`src/rtl/gpio_alarm_pkg.sv`:
```
package gpio_alarm_pkg;
  typedef enum logic [3:0] {
    OP_NOP      = 4'd0,
    OP_DRV_HI   = 4'd1,
    OP_DRV_LO   = 4'd2,
    OP_ARM_HI   = 4'd3,
    OP_ARM_LO   = 4'd4,
    OP_DISARM   = 4'd5,
    OP_MAKE_IN  = 4'd6,
    OP_MAKE_OUT = 4'd7,
    OP_RD_PINS  = 4'd8,
    OP_RD_SHAD  = 4'd9
  } gpio_op_e;
endpackage

```
`src/rtl/gpio_in_sync.sv`:
```
module gpio_in_sync #(
  parameter int WIDTH  = 8,
  parameter int STAGES = 2
) (
  input  logic             clk,
  input  logic             rst_n,
  input  logic [WIDTH-1:0] d,
  output logic [WIDTH-1:0] q
);
  logic [WIDTH-1:0] stage_q [STAGES];

  for (genvar s = 0; s < STAGES; s++) begin : g_stage
    if (s == 0) begin : g_first
      always_ff @(posedge clk or negedge rst_n) begin
        if (!rst_n) stage_q[s] <= '0;
        else        stage_q[s] <= d;
      end
    end else begin : g_next
      always_ff @(posedge clk or negedge rst_n) begin
        if (!rst_n) stage_q[s] <= '0;
        else        stage_q[s] <= stage_q[s-1];
      end
    end
  end

  assign q = stage_q[STAGES-1];
endmodule

```
`src/rtl/gpio_port_regs.sv`:
```
module gpio_port_regs #(
  parameter int WIDTH = 8
) (
  input  logic             clk,
  input  logic             rst_n,
  input  logic             drv_hi_en,
  input  logic             drv_lo_en,
  input  logic             make_in_en,
  input  logic             make_out_en,
  input  logic [WIDTH-1:0] mask,
  output logic [WIDTH-1:0] shadow,
  output logic [WIDTH-1:0] dir,
  output logic [WIDTH-1:0] dir_nxt
);
  logic [WIDTH-1:0] shadow_nxt;

  function automatic logic [WIDTH-1:0] bits_set(input logic [WIDTH-1:0] cur,
                                                input logic [WIDTH-1:0] m);
    return cur | m;
  endfunction

  function automatic logic [WIDTH-1:0] bits_clr(input logic [WIDTH-1:0] cur,
                                                input logic [WIDTH-1:0] m);
    return cur & ~m;
  endfunction

  always_comb begin
    shadow_nxt = shadow;
    if (drv_hi_en)      shadow_nxt = bits_set(shadow, mask);
    else if (drv_lo_en) shadow_nxt = bits_clr(shadow, mask);
    dir_nxt = dir;
    if (make_out_en)     dir_nxt = bits_set(dir, mask);
    else if (make_in_en) dir_nxt = bits_clr(dir, mask);
  end

  always_ff @(posedge clk or negedge rst_n) begin
    if (!rst_n) begin
      shadow <= '0;
      dir    <= '0;
    end else begin
      shadow <= shadow_nxt;
      dir    <= dir_nxt;
    end
  end


  drive_hi_marked_chk: assert property (@(posedge clk) disable iff (!rst_n)
    drv_hi_en |=> ((shadow & $past(mask)) == $past(mask)));

  drive_hi_others_chk: assert property (@(posedge clk) disable iff (!rst_n)
    drv_hi_en |=> ((shadow & ~$past(mask)) == ($past(shadow) & ~$past(mask))));

  drive_lo_marked_chk: assert property (@(posedge clk) disable iff (!rst_n)
    drv_lo_en |=> ((shadow & $past(mask)) == '0));

  make_out_chk: assert property (@(posedge clk) disable iff (!rst_n)
    make_out_en |=> ((dir & $past(mask)) == $past(mask)));

  make_in_chk: assert property (@(posedge clk) disable iff (!rst_n)
    make_in_en |=> ((dir & $past(mask)) == '0));

  shadow_hold_chk: assert property (@(posedge clk) disable iff (!rst_n)
    !(drv_hi_en || drv_lo_en) |=> $stable(shadow));
endmodule

```
`src/rtl/gpio_alarm_unit.sv`:
```
module gpio_alarm_unit #(
  parameter int WIDTH = 8
) (
  input  logic             clk,
  input  logic             rst_n,
  input  logic             arm_hi_en,
  input  logic             arm_lo_en,
  input  logic             disarm_en,
  input  logic [WIDTH-1:0] mask,
  input  logic [WIDTH-1:0] level,
  output logic [WIDTH-1:0] hi_armed,
  output logic [WIDTH-1:0] lo_armed,
  output logic             irq
);
  logic [WIDTH-1:0] hit_vec;

  function automatic logic [WIDTH-1:0] alarm_hits(input logic [WIDTH-1:0] hi,
                                                  input logic [WIDTH-1:0] lo,
                                                  input logic [WIDTH-1:0] lvl);
    return (hi & lvl) | (lo & ~lvl);
  endfunction

  always_ff @(posedge clk or negedge rst_n) begin
    if (!rst_n) begin
      hi_armed <= '0;
      lo_armed <= '0;
    end else if (disarm_en) begin
      hi_armed <= hi_armed & ~mask;
      lo_armed <= lo_armed & ~mask;
    end else begin
      if (arm_hi_en) hi_armed <= hi_armed | mask;
      if (arm_lo_en) lo_armed <= lo_armed | mask;
    end
  end

  assign hit_vec = alarm_hits(hi_armed, lo_armed, level);
  assign irq     = |hit_vec;


  disarm_both_chk: assert property (@(posedge clk) disable iff (!rst_n)
    disarm_en |=> (((hi_armed | lo_armed) & $past(mask)) == '0));

  disarm_keeps_others_chk: assert property (@(posedge clk) disable iff (!rst_n)
    disarm_en |=> ((hi_armed & ~$past(mask)) == ($past(hi_armed) & ~$past(mask))));

  arm_hi_chk: assert property (@(posedge clk) disable iff (!rst_n)
    arm_hi_en |=> ((hi_armed & $past(mask)) == $past(mask)));

  no_arm_quiet_chk: assert property (@(posedge clk) disable iff (!rst_n)
    ((hi_armed | lo_armed) == '0) |-> !irq);
endmodule

```
`src/rtl/gpio_alarm_port.sv`:
```
module gpio_alarm_port
  import gpio_alarm_pkg::*;
#(
  parameter int WIDTH       = 8,
  parameter int SYNC_STAGES = 2
) (
  input  logic             clk,
  input  logic             rst_n,
  input  logic             cmd_valid,
  input  logic [3:0]       cmd_op,
  input  logic [WIDTH-1:0] cmd_arg,
  output logic             rsp_valid,
  output logic [WIDTH-1:0] rsp_data,
  input  logic [WIDTH-1:0] pad_in,
  output logic [WIDTH-1:0] pad_out,
  output logic [WIDTH-1:0] pad_oe,
  output logic             irq
);
  gpio_op_e         op;
  logic             drv_hi_en, drv_lo_en, make_in_en, make_out_en;
  logic             arm_hi_en, arm_lo_en, disarm_en, rd_pins_en, rd_shad_en;
  logic [WIDTH-1:0] pins_sync, shadow, dir, dir_nxt, hi_armed, lo_armed;
  logic [WIDTH-1:0] rsp_nxt;

  assign op          = gpio_op_e'(cmd_op);
  assign drv_hi_en   = cmd_valid && (op == OP_DRV_HI);
  assign drv_lo_en   = cmd_valid && (op == OP_DRV_LO);
  assign make_in_en  = cmd_valid && (op == OP_MAKE_IN);
  assign make_out_en = cmd_valid && (op == OP_MAKE_OUT);
  assign arm_hi_en   = cmd_valid && (op == OP_ARM_HI);
  assign arm_lo_en   = cmd_valid && (op == OP_ARM_LO);
  assign disarm_en   = cmd_valid && (op == OP_DISARM);
  assign rd_pins_en  = cmd_valid && (op == OP_RD_PINS);
  assign rd_shad_en  = cmd_valid && (op == OP_RD_SHAD);

  gpio_in_sync #(.WIDTH(WIDTH), .STAGES(SYNC_STAGES)) sync_i (
    .clk(clk), .rst_n(rst_n), .d(pad_in), .q(pins_sync)
  );

  gpio_port_regs #(.WIDTH(WIDTH)) regs_i (
    .clk(clk), .rst_n(rst_n),
    .drv_hi_en(drv_hi_en), .drv_lo_en(drv_lo_en),
    .make_in_en(make_in_en), .make_out_en(make_out_en),
    .mask(cmd_arg), .shadow(shadow), .dir(dir), .dir_nxt(dir_nxt)
  );

  gpio_alarm_unit #(.WIDTH(WIDTH)) alarm_i (
    .clk(clk), .rst_n(rst_n),
    .arm_hi_en(arm_hi_en), .arm_lo_en(arm_lo_en), .disarm_en(disarm_en),
    .mask(cmd_arg), .level(pins_sync),
    .hi_armed(hi_armed), .lo_armed(lo_armed), .irq(irq)
  );

  always_comb begin
    rsp_nxt = '0;
    if (make_in_en)       rsp_nxt = ~dir_nxt;
    else if (make_out_en) rsp_nxt = dir_nxt;
    else if (rd_pins_en)  rsp_nxt = pins_sync;
    else if (rd_shad_en)  rsp_nxt = shadow;
  end

  always_ff @(posedge clk or negedge rst_n) begin
    if (!rst_n) begin
      rsp_valid <= 1'b0;
      rsp_data  <= '0;
    end else begin
      rsp_valid <= cmd_valid;
      if (cmd_valid) rsp_data <= rsp_nxt;
    end
  end

  assign pad_out = shadow;
  assign pad_oe  = dir;


  rsp_follows_cmd_chk: assert property (@(posedge clk) disable iff (!rst_n)
    cmd_valid |=> rsp_valid);

  rsp_quiet_chk: assert property (@(posedge clk) disable iff (!rst_n)
    !cmd_valid |=> !rsp_valid);

  rd_shadow_chk: assert property (@(posedge clk) disable iff (!rst_n)
    rd_shad_en |=> (rsp_data == pad_out));

  make_out_rsp_chk: assert property (@(posedge clk) disable iff (!rst_n)
    make_out_en |=> (rsp_data == pad_oe));
endmodule

```
`config.mk`:
```
export PLATFORM = sky130hd
export DESIGN_NAME = gpio_alarm_port
export DESIGN_NICKNAME = d
export VERILOG_FILES = /design/src/rtl/gpio_alarm_pkg.sv /design/src/rtl/gpio_in_sync.sv /design/src/rtl/gpio_port_regs.sv /design/src/rtl/gpio_alarm_unit.sv /design/src/rtl/gpio_alarm_port.sv
export SDC_FILE = /design/constraint.sdc
export NUM_CORES = 1
export LEC_CHECK = 0
export BUFFER_PORTS_ARGS = -buffer_cell sky130_fd_sc_hd__clkbuf_2
export CORE_MARGIN = 3
export CORE_UTILIZATION = 54
export CTS_CLUSTER_DIAMETER = 150
export CTS_CLUSTER_SIZE = 16
export DETAILED_ROUTE_END_ITERATION = 10
export PLACE_DENSITY_LB_ADDON = 0.05
export SLEW_MARGIN = 20
export SYNTH_ARGS = -nofsm -noshare
export SYNTH_HDL_FRONTEND = slang
export SYNTH_SLANG_ARGS = --single-unit
```
`constraint.sdc`:
```
create_clock -name clk -period 1.2 [get_ports clk]
set_input_delay 0.12 -clock clk [delete_from_list [all_inputs] [get_ports clk]]
set_output_delay 0.12 -clock clk [all_outputs]
set_load 0.02 [all_outputs]
```
==> impl_results.md, run 1 <==
* Placed cell area at 0.00304 mm²
* GR Layer Usage met1 at 0.321
* Sequential area share after synthesis at 0.559
* Total GRT Usage at 0.240
* First DRT Iteration DRCs at 185
* Non-Filler Instances at 371
* Worst clock skew at 0.00568 ns
* Netlist cell types at 33
* Final wirelength at 6120 µm
* Layout cells sized above 1 at 0.376
* Static Leak at 1.65 nW
* Antenna viol nets, final at 0
* Worst setup path category: reg -> out
* GR met2 Demand/Resource at 0.379
* Final count of pins violating max slew at 0
* Area taken by multi-input logic gates at 0.00111 mm²
* Crit path DAT at 1.46 ns
* Root buf cell: clkbuf_8
* Vias in the first global route at 1,988
* Post-synth EDFFs at 0
* Commonest non-fill, non-tap cell in the layout: dfrtp_1
* DIE HEIGHT at 74.7 µm
* Area Overhead vs Synth at 36.4%
* GPL Wtd Cong at 0.803
* CTS Buf Count at 9
* Unrepaired setup endpoints after global routing: yes
* Syn nets at 252
* Largest net degree at the start of global routing at 58
* Initial Utilization at 0.574
* Area leader, netlist: dfrtp_1
* Die W at 74.7 µm
* H-tree Lvls at 3
* Max frequency at 634 MHz
* Core footprint at 0.00444 mm²
* Worst slew pin tran at 0.451 ns
* Yosys warnings at 0
* Initial DRT Pass Iterations at 4
* Clock buffer depth at 2
* # setup viols final at 1
* Top-area cell type share of the netlist area at 0.559
* Avg Cell Area, Syn at 11.1 µm²
* Clk_lat worst skew at 0.34 ns
* Io pins at 49
* Min Clock Period, post-route at 1.58 ns
* Worst VDD drop at 1290 µV
* Crit-path max FO at 2
* Worst setup margin at -0.377 ns
* Average routed wire per standard cell at 16.5 µm
* Critical path required time at 1.08 ns
* Ys flop type: dfrtp_1
* Global-route wire length before repair at 9830 µm
* # port buffers at 48
* Final Cell Area at 0.00348 mm²
* CP Launch Type: flip-flop
* Fin crit share at 1.31
* PwrDens at 1630 mW/mm²
* Post-synth ARST share at 1.00
* Commonest non-fill, non-tap cells in the layout: dfrtp_1, clkbuf_2, nand2_1
* Antenna diodes at 0
* Post-synthesis cell count at 229
* CTS tree: built
* Vias per cell at 5.64
* Residual DRC at 0
* CP endpoint kind: primary output
* Grt total ovfl at 0
* Die ar. at 0.00558 mm²
* Run status: complete, but fails checks
* HP Class: in -> reg
* Nets at 337
* WHS at 0.100 ns
* Slew margin rel. at 0.698
* Max_cap viols at 0
* Synth Cell Area at 0.00255 mm²
* Inst Count DP at 344
* Reg clk slew, reported paths at 0.07 ns
* Vias at 2,091
* Final Util at 0.782
* Synth area leaders: dfrtp_1, a22o_1, nand2_1, a21oi_1, mux2i_1
* Met3 Use GR at 0.0601
* Hold Vio Cnt, Final at 0
* #FFs+latches synth at 57
* GR peak layer: met2
* Row cnt at 24
* Violated checks: setup timing
* Fillers at 293
* Register area at 0.00143 mm²
* Clk sinks at 57
* HPWL Detailed at 4320 µm
* Antenna violations before repair at 0
-- final cells by class --
cell class / count / share of cell area
Multi-Input combinational cell: 148 / 0.319
Timing Repair Buffer: 91 / 0.178
Tap cell: 52 / 0.0187
Clock inverter: 5 / 0.0223
Sequential cell: 57 / 0.410
Inverter: 7 / 0.00756
Clock buffer: 11 / 0.0435
-- through the flow --
step	setup TNS [ns]	setup slack [ns]	total power [mW]
after CTS	-0.409	-0.409	5.65
final	-0.377	-0.377	5.66
after detailed placement	-2.97	-0.175	3.56
after floorplan	-0.0208	-0.0104	3.06
after global placement	-2.22	-0.141	3.52
after global routing	-0.440	-0.425	5.92
-- worst paths after layout --
check / startpoint / to / slack (ns) / depth (start not counted)
worst min register to register: sync_i.stage_q[9] / sync_i.q[1] / 0.35 / 0
worst max register to register: sync_i.q[3] / rsp_data[3] / 0.06 / 4
worst min-delay path: cmd_arg[6] / flip-flop / 0.10 / 2
worst max-delay path: sync_i.q[5] / irq / -0.38 / 4
min in group asynchronous: rst_n / rsp_data[5] / 0.30 / 3
max in group asynchronous: rst_n / sync_i.q[6] / 0.63 / 3
-- synth_stat cells (2+ instances only) --
cell,instances
buf_2,5
dfrtp_1,57
nor2_1,9
o22ai_1,7
buf_6,2
a21oi_1,18
nor3_1,7
a22o_1,16
a2111oi_4,2
nor3b_1,7
clkbuf_1,10
inv_1,7
a2111oi_2,5
o21ai_0,8
nand2b_1,2
and3_1,8
nand2_1,34
nand4_1,2
mux2i_1,9
-- where the power goes --
group	switching, mW	internal, mW
registers	0.227	2.22
clock network	0.780	1.27
logic	0.620	0.542
-- routing by layer --
metal / part of all wire / vias up
li1: - / 989
met1: 0.46 / 1044
met2: 0.49 / 51
met3: 0.037 / 7
met4: 0.014 / 0
met5: 0 / -
-- worst max-delay path, cell delays in order, from the launching register on --
cell and delay, ns:
dfrtp_1 0.38, mux2i_1 0.23, nand4_1 0.11, or2_4 0.28, buf_8 0.13
-- repair_timing --
action	CTS	global route
endpoints found under the setup margin	2	8
pin swaps	4	11
setup buffers	0	2
hold buffers	9	0
gates resized for setup	3	13
endpoints found under the hold margin	65	0
-- kinds of logic after synthesis --
group	synth area share
compound gates	0.182
buf+inv	0.0437
flops	0.559
mux	0.0353
simple gates	0.180
No activity file was read; power rests on OpenSTA's default activity.
==> inputs of run 2 (changes only) <==
CORE_ASPECT_RATIO = 0.5   (was unset)
CTS_CLUSTER_SIZE = 30   (was 16)
MAX_ROUTING_LAYER = met4   (was unset)
==> impl_results.md, run 2 (same netlist as run 1, synthesis figures left out) <==
* Initial DRT Pass Iterations at 5 (+1)
* Fin crit share at 1.30 (-0.0120)
* Row cnt at 16 (-33%)
* Worst r2r dst: rsp_data[5]
* Die W at 103 µm (+38%)
* CP Launch Type: flip-flop
* Total GRT Usage at 0.273 (+0.0332)
* Average routed wire per standard cell at 17.9 µm (+8.5%)
* Vias in the first global route at 2,137 (+7.5%)
* Total power at 5.47 mW (-3.4%)
* Area Overhead vs Synth at 36.0%
* Min Clock Period, post-route at 1.56 ns (-0.0144 ns)
* Worst slack, placed at -0.163 ns (+0.0126 ns)
* R2R cell count at 4 (unchanged)
* Largest net degree at the start of global routing at 58 (unchanged)
* # setup viols final at 2 (+1)
* Nets at 344 (+2.1%)
* HPWL Detailed at 4570 µm (+5.8%)
* Clk_lat worst skew at 0.34 ns (about the same)
* Worst clock skew at 0.00658 ns (+0.000896 ns)
* Die ar. at 0.00563 mm² (+0.90%)
* # port buffers at 48 (unchanged)
* Core footprint at 0.00420 mm² (-5.4%)
* CP endpoint kind: primary output
* Root buf cell: clkbuf_8
* Sum of negative setup slack at -0.372 ns (+0.00526 ns)
* Grt total ovfl at 0 (unchanged)
* Unrepaired setup endpoints after global routing: yes
* Antenna diodes at 0 (unchanged)
* Final count of pins violating max slew at 0 (unchanged)
* Reg clk slew, reported paths at 0.07 ns (about the same)
* Layout cells sized above 1 at 0.390 (+0.0134)
* Commonest non-fill, non-tap cell in the layout: dfrtp_1
* HP Class: in -> reg
* Commonest non-fill, non-tap cells in the layout: dfrtp_1, clkbuf_2, buf_4
* Critical path required time at 1.08 ns (about the same)
* Crit path DAT at 1.44 ns (-0.02 ns)
* Max_cap viols at 0 (unchanged)
* Worst slew pin tran at 0.469 ns (+0.0175 ns)
* Hold path cells at 2 (unchanged)
* Worst setup margin at -0.363 ns (+0.0144 ns)
* WHS at 0.102 ns (+0.00172 ns)
* Final wirelength at 6810 µm (+11%)
* Final Util at 0.825 (+0.0423)
* R2R setup slack at -0.01 ns (-0.07 ns)
* H-tree Lvls at 3 (unchanged)
* Run status: complete, but fails checks
* Hold Startpoint: cmd_arg[6]
* CTS tree: built
* Vias per cell at 5.66 (+0.34%)
* First DRT Iteration DRCs at 84 (-55%)
* Hold Vio Cnt, Final at 0 (unchanged)
* DIE HEIGHT at 54.6 µm (-27%)
* Slew margin rel. at 0.686 (-0.0117)
* Antenna viol nets, final at 0 (unchanged)
* Antenna violations before repair at 0 (unchanged)
* RR Startpoint: sync_i.q[5]
* PwrDens at 1580 mW/mm² (-3.2%)
* Initial Utilization at 0.607 (+0.0328)
* Residual DRC at 0 (unchanged)
* Crit-path max FO at 2 (unchanged)
* Io pins at 49 (unchanged)
* Vias at 2,149 (+2.8%)
* Worst setup path category: reg -> out
* Max frequency at 640 MHz (+0.92%)
* Global-route wire length before repair at 10,600 µm (+7.4%)
* Static Leak at 1.65 nW (+0.14%)
* Clk sinks at 57 (unchanged)
* CTS Buf Count at 9 (unchanged)
* Clock buffer depth at 2 (unchanged)
* GPL Wtd Cong at 0.909 (+13%)
* Violated checks: setup timing
* Worst VDD drop at 1150 µV (-11%)
==> run 2: cell types whose count changed in the layout (fill, tap and decap cells not counted), moves of 2 or more <==
cell       previous run  this run
buf_4                32        40
a2111oi_2             0         2
inv_6                 0         2
clkbuf_8             11         9
clkinv_4              0         2
a2111oi_4             7         5
==> run 2: metrics by stage <==
stage	cells	instance area [µm²]
floorplan	229	2560
global placement	348	3040
detailed placement	348	3040
finish	380	3470
global route	380	3470
CTS	378	3400
==> run 2: what timing repair did <==
item,in CTS,in global routing
hold buffers,9,0
setup endpoints to repair,3,7
gates resized for setup,5,9
endpoints found under the hold margin,65,0
buffers inserted,6,3
pin swaps,12,9
==> run 2: how the worst max path moves through the flow <==
stage	startpoint	end	cells after the start
after global routing	sync_i.q[6]	irq	4
final	sync_i.q[6]	irq	4
after CTS	sync_i.q[6]	irq	4
after global placement	cmd_op[0]	flip-flop	5
after floorplan	cmd_op[2]	rsp_data[4]	7
after detailed placement	cmd_op[0]	rsp_data[6]	5
==> run 2: layer usage <==
| layer | vias to the layer above | part of all wire | global-route usage |
|---|---|---|---|
| met5 | - | 0 | - |
| met4 | 0 | 0.0072 | 0.0731 |
| met3 | 8 | 0.099 | 0.0878 |
| met2 | 99 | 0.44 | 0.414 |
| met1 | 1032 | 0.45 | 0.361 |
| li1 | 1010 | - | - |
==> run 2: power breakdown <==
part	leakage (nW)	internal (mW)	total [mW]	switching, mW
sequential	0.701	2.22	2.44	0.221
combinational	0.853	0.567	1.23	0.658
clock	0.100	0.974	1.80	0.829
total	1.65	3.76	5.47	1.71
==> run 2: area by class of cell <==
class | instances | area (µm²)
flip-flops and latches | 57 | 1430
multi-input cells | 148 | 1080
well taps | 54 | 67.6
repair buffers | 98 | 661
inverters | 7 | 26.3
fillers | 245 | 737
clock buffers | 9 | 124
clock inverters | 7 | 77.6
==> run 2: worst max-delay path, stage by stage, from the launching register on <==
cell and delay [ns]:
dfrtp_1 0.37, mux2i_1 0.23, nand4_1 0.11, or2_4 0.27, buf_8 0.13
==> inputs of run 3 (changes only) <==
ABC_AREA = 1   (was unset)
==> impl_results.md, run 3 <==
* Worst clock skew at 0.00426 ns (-0.00232 ns)
* Hold path cells at 3 (+1)
* Max frequency at 660 MHz (+3.2%)
* Post-synthesis cell count at 280 (+22%)
* Ys flop type: dfrtp_1
* Crit path DAT at 1.39 ns (-0.05 ns)
* Final Cell Area at 0.00313 mm² (-9.7%)
* Total power at 5.19 mW (-5.1%)
* Worst slew pin tran at 0.322 ns (-0.146 ns)
* Static Leak at 1.65 nW (-0.53%)
* Area Overhead vs Synth at 28.0%
* Sum of negative setup slack at -0.314 ns (+0.0579 ns)
* Min Clock Period, post-route at 1.51 ns (-0.0487 ns)
* Initial Utilization at 0.593 (-0.0134)
* Run status: complete, but fails checks
* Slew margin rel. at 0.784 (+0.0982)
* Max_cap viols at 0 (unchanged)
* Post-synth ARST share at 1.00 (unchanged)
* Synth cell count leaders: nand2_1, dfrtp_1, nor2_1, o21ai_0, inv_1
* Yosys warnings at 0 (unchanged)
* Layout cells sized above 1 at 0.229 (-0.161)
* Commonest non-fill, non-tap cells in the layout: nand2_1, dfrtp_1, clkbuf_2
* Top-area cell type share of the netlist area at 0.583 (+0.0237)
* Clk sinks at 57 (unchanged)
* Syn nets at 303 (+20%)
* Synth Cell Area at 0.00245 mm² (-4.1%)
* Vias at 2,208 (+2.7%)
* Final wirelength at 6260 µm (-8.0%)
* Critical path required time at 1.08 ns (about the same)
* Clock buffer depth at 2 (unchanged)
* Nets at 382 (+11%)
* Unrepaired setup endpoints after global routing: yes
* # setup viols final at 1 (-1)
* H-tree Lvls at 3 (unchanged)
* GPL Wtd Cong at 0.889 (-2.2%)
* CP endpoint kind: primary output
* Non-Filler Instances at 417 (+9.7%)
* Io pins at 49 (unchanged)
* Antenna diodes at 0 (unchanged)
* Worst VDD drop at 1110 µV (-3.8%)
* Worst setup path category: reg -> out
* #FFs+latches synth at 57 (unchanged)
* Crit-path max FO at 3 (+1)
* Total GRT Usage at 0.260 (-0.0137)
* Placed cell area at 0.00282 mm² (-7.3%)
* Final Util at 0.759 (-0.0653)
* Final count of pins violating max slew at 0 (unchanged)
* Clk_lat worst skew at 0.34 ns (about the same)
* R2R cell count at 5 (+1)
* Count leader, synth: nand2_1
* Worst setup margin at -0.314 ns (+0.0487 ns)
* Antenna viol nets, final at 0 (unchanged)
* Antenna violations before repair at 0 (unchanged)
* Avg Cell Area, Syn at 8.74 µm² (-22%)
* Sequential area share after synthesis at 0.583 (+0.0237)
* Residual DRC at 0 (unchanged)
* Largest net degree at the start of global routing at 58 (unchanged)
* Post-synth EDFFs at 0 (unchanged)
* HP Class: in -> reg
* Synth area leaders: dfrtp_1, nand2_1, o21ai_0, nor2_1, inv_1
* CTS tree: built
* Root buf cell: clkbuf_8
* Vias per cell at 5.29 (-6.4%)
* HPWL Detailed at 4380 µm (-4.1%)
* Row cnt at 16 (unchanged)
* Global-route wire length before repair at 9960 µm (-5.6%)
* Die ar. at 0.00542 mm² (-3.7%)
* Average routed wire per standard cell at 15.0 µm (-16%)
* Die W at 101 µm (-1.9%)
* Area leader, netlist: dfrtp_1
* Fin crit share at 1.26 (-0.0406)
* Grt total ovfl at 0 (unchanged)
* Core footprint at 0.00412 mm² (-1.9%)
* Violated checks: setup timing
* First DRT Iteration DRCs at 155 (+85%)
* Hold Vio Cnt, Final at 0 (unchanged)
* Netlist cell types at 18 (-45%)
* Worst slack, placed at 0.00156 ns (+0.164 ns)
* Reg clk slew, reported paths at 0.06 ns (about the same)
* Initial DRT Pass Iterations at 5 (unchanged)
* CTS Buf Count at 9 (unchanged)
* DIE HEIGHT at 53.6 µm (-1.8%)
* Vias in the first global route at 2,047 (-4.2%)
* WHS at 0.0805 ns (-0.0215 ns)
* CP Launch Type: flip-flop
* # port buffers at 48 (unchanged)
* PwrDens at 1660 mW/mm² (+5.1%)
* Inst Count DP at 389 (+12%)
* Commonest non-fill, non-tap cell in the layout: nand2_1
run 3: cell count changes after synthesis, moves of 9 or more:
cell      change
nor2_1       +34
o21ai_0      +32
nand2_1      +29
inv_1        +24
a21oi_1      -18
a22o_1       -16
clkbuf_1     -10
nand3_1      +10
mux2i_1       -9
run 3: repair_timing:
item                                   4_1_cts  5_1_grt
endpoints found under the hold margin       65        0
hold buffers                                 9        0
setup endpoints to repair                    1        1
resized for setup                            5        0
buffers inserted                             4        0
pin swaps                                    3        1
gates cloned                                 0        0
run 3: cell type report:
| type | instances | area [µm²] |
|---|---|---|
| Clock buffer | 9 | 124 |
| Clock inverter | 6 | 60.1 |
| Timing Repair Buffer | 70 | 449 |
| Fill cell | 322 | 992 |
| Multi-Input combinational cell | 189 | 882 |
| Tap cell | 54 | 67.6 |
| Sequential cell | 57 | 1430 |
| Inverter | 32 | 123 |
run 3: worst paths after layout:
| kind | endpoint | startpoint | slack, ns |
|---|---|---|---|
| worst max-delay path | irq | sync_i.q[0] | -0.31 |
| worst min-delay path | regs_i.dir[5] | cmd_arg[5] | 0.08 |
| worst max register to register | rsp_data[3] | sync_i.q[3] | 0.18 |
| worst min register to register | sync_i.q[6] | sync_i.stage_q[14] | 0.35 |
| max in group asynchronous | async pin | rst_n | 0.62 |
| min in group asynchronous | rsp_data[5] | rst_n | 0.31 |
run 3: kinds of logic (layout without fill, tap and decap cells):
group,Yosys count,in the layout,synth area share
AOI/OAI and AO/OA,57,57,0.126
buffers and inverters,34,117,0.0563
DFF,57,57,0.583
and+or+nand+nor,132,132,0.234
run 3: report_power, final:
group          leakage, nW  internal [mW]  switching (mW)  total, mW
registers            0.684           2.24           0.231       2.47
clock network       0.0909          0.933           0.750       1.68
logic                0.870          0.383           0.651       1.03
run 3: critical path: stages, from the launching register on:
cell	delay, ns
dfrtp_1	0.41
o21ai_1	0.16
nand2_1	0.07
nor3_1	0.16
nand2_1	0.10
clkbuf_8	0.16
run 3: per-layer routing:
layer / GRT usage / vias to the layer above / wire (µm)
met2: 0.387 / 94 / 2780
met1: 0.346 / 1048 / 2950
met3: 0.0802 / 4 / 503
li1: - / 1062 / -
met4: 0.0773 / 0 / 23
met5: - / - / 0
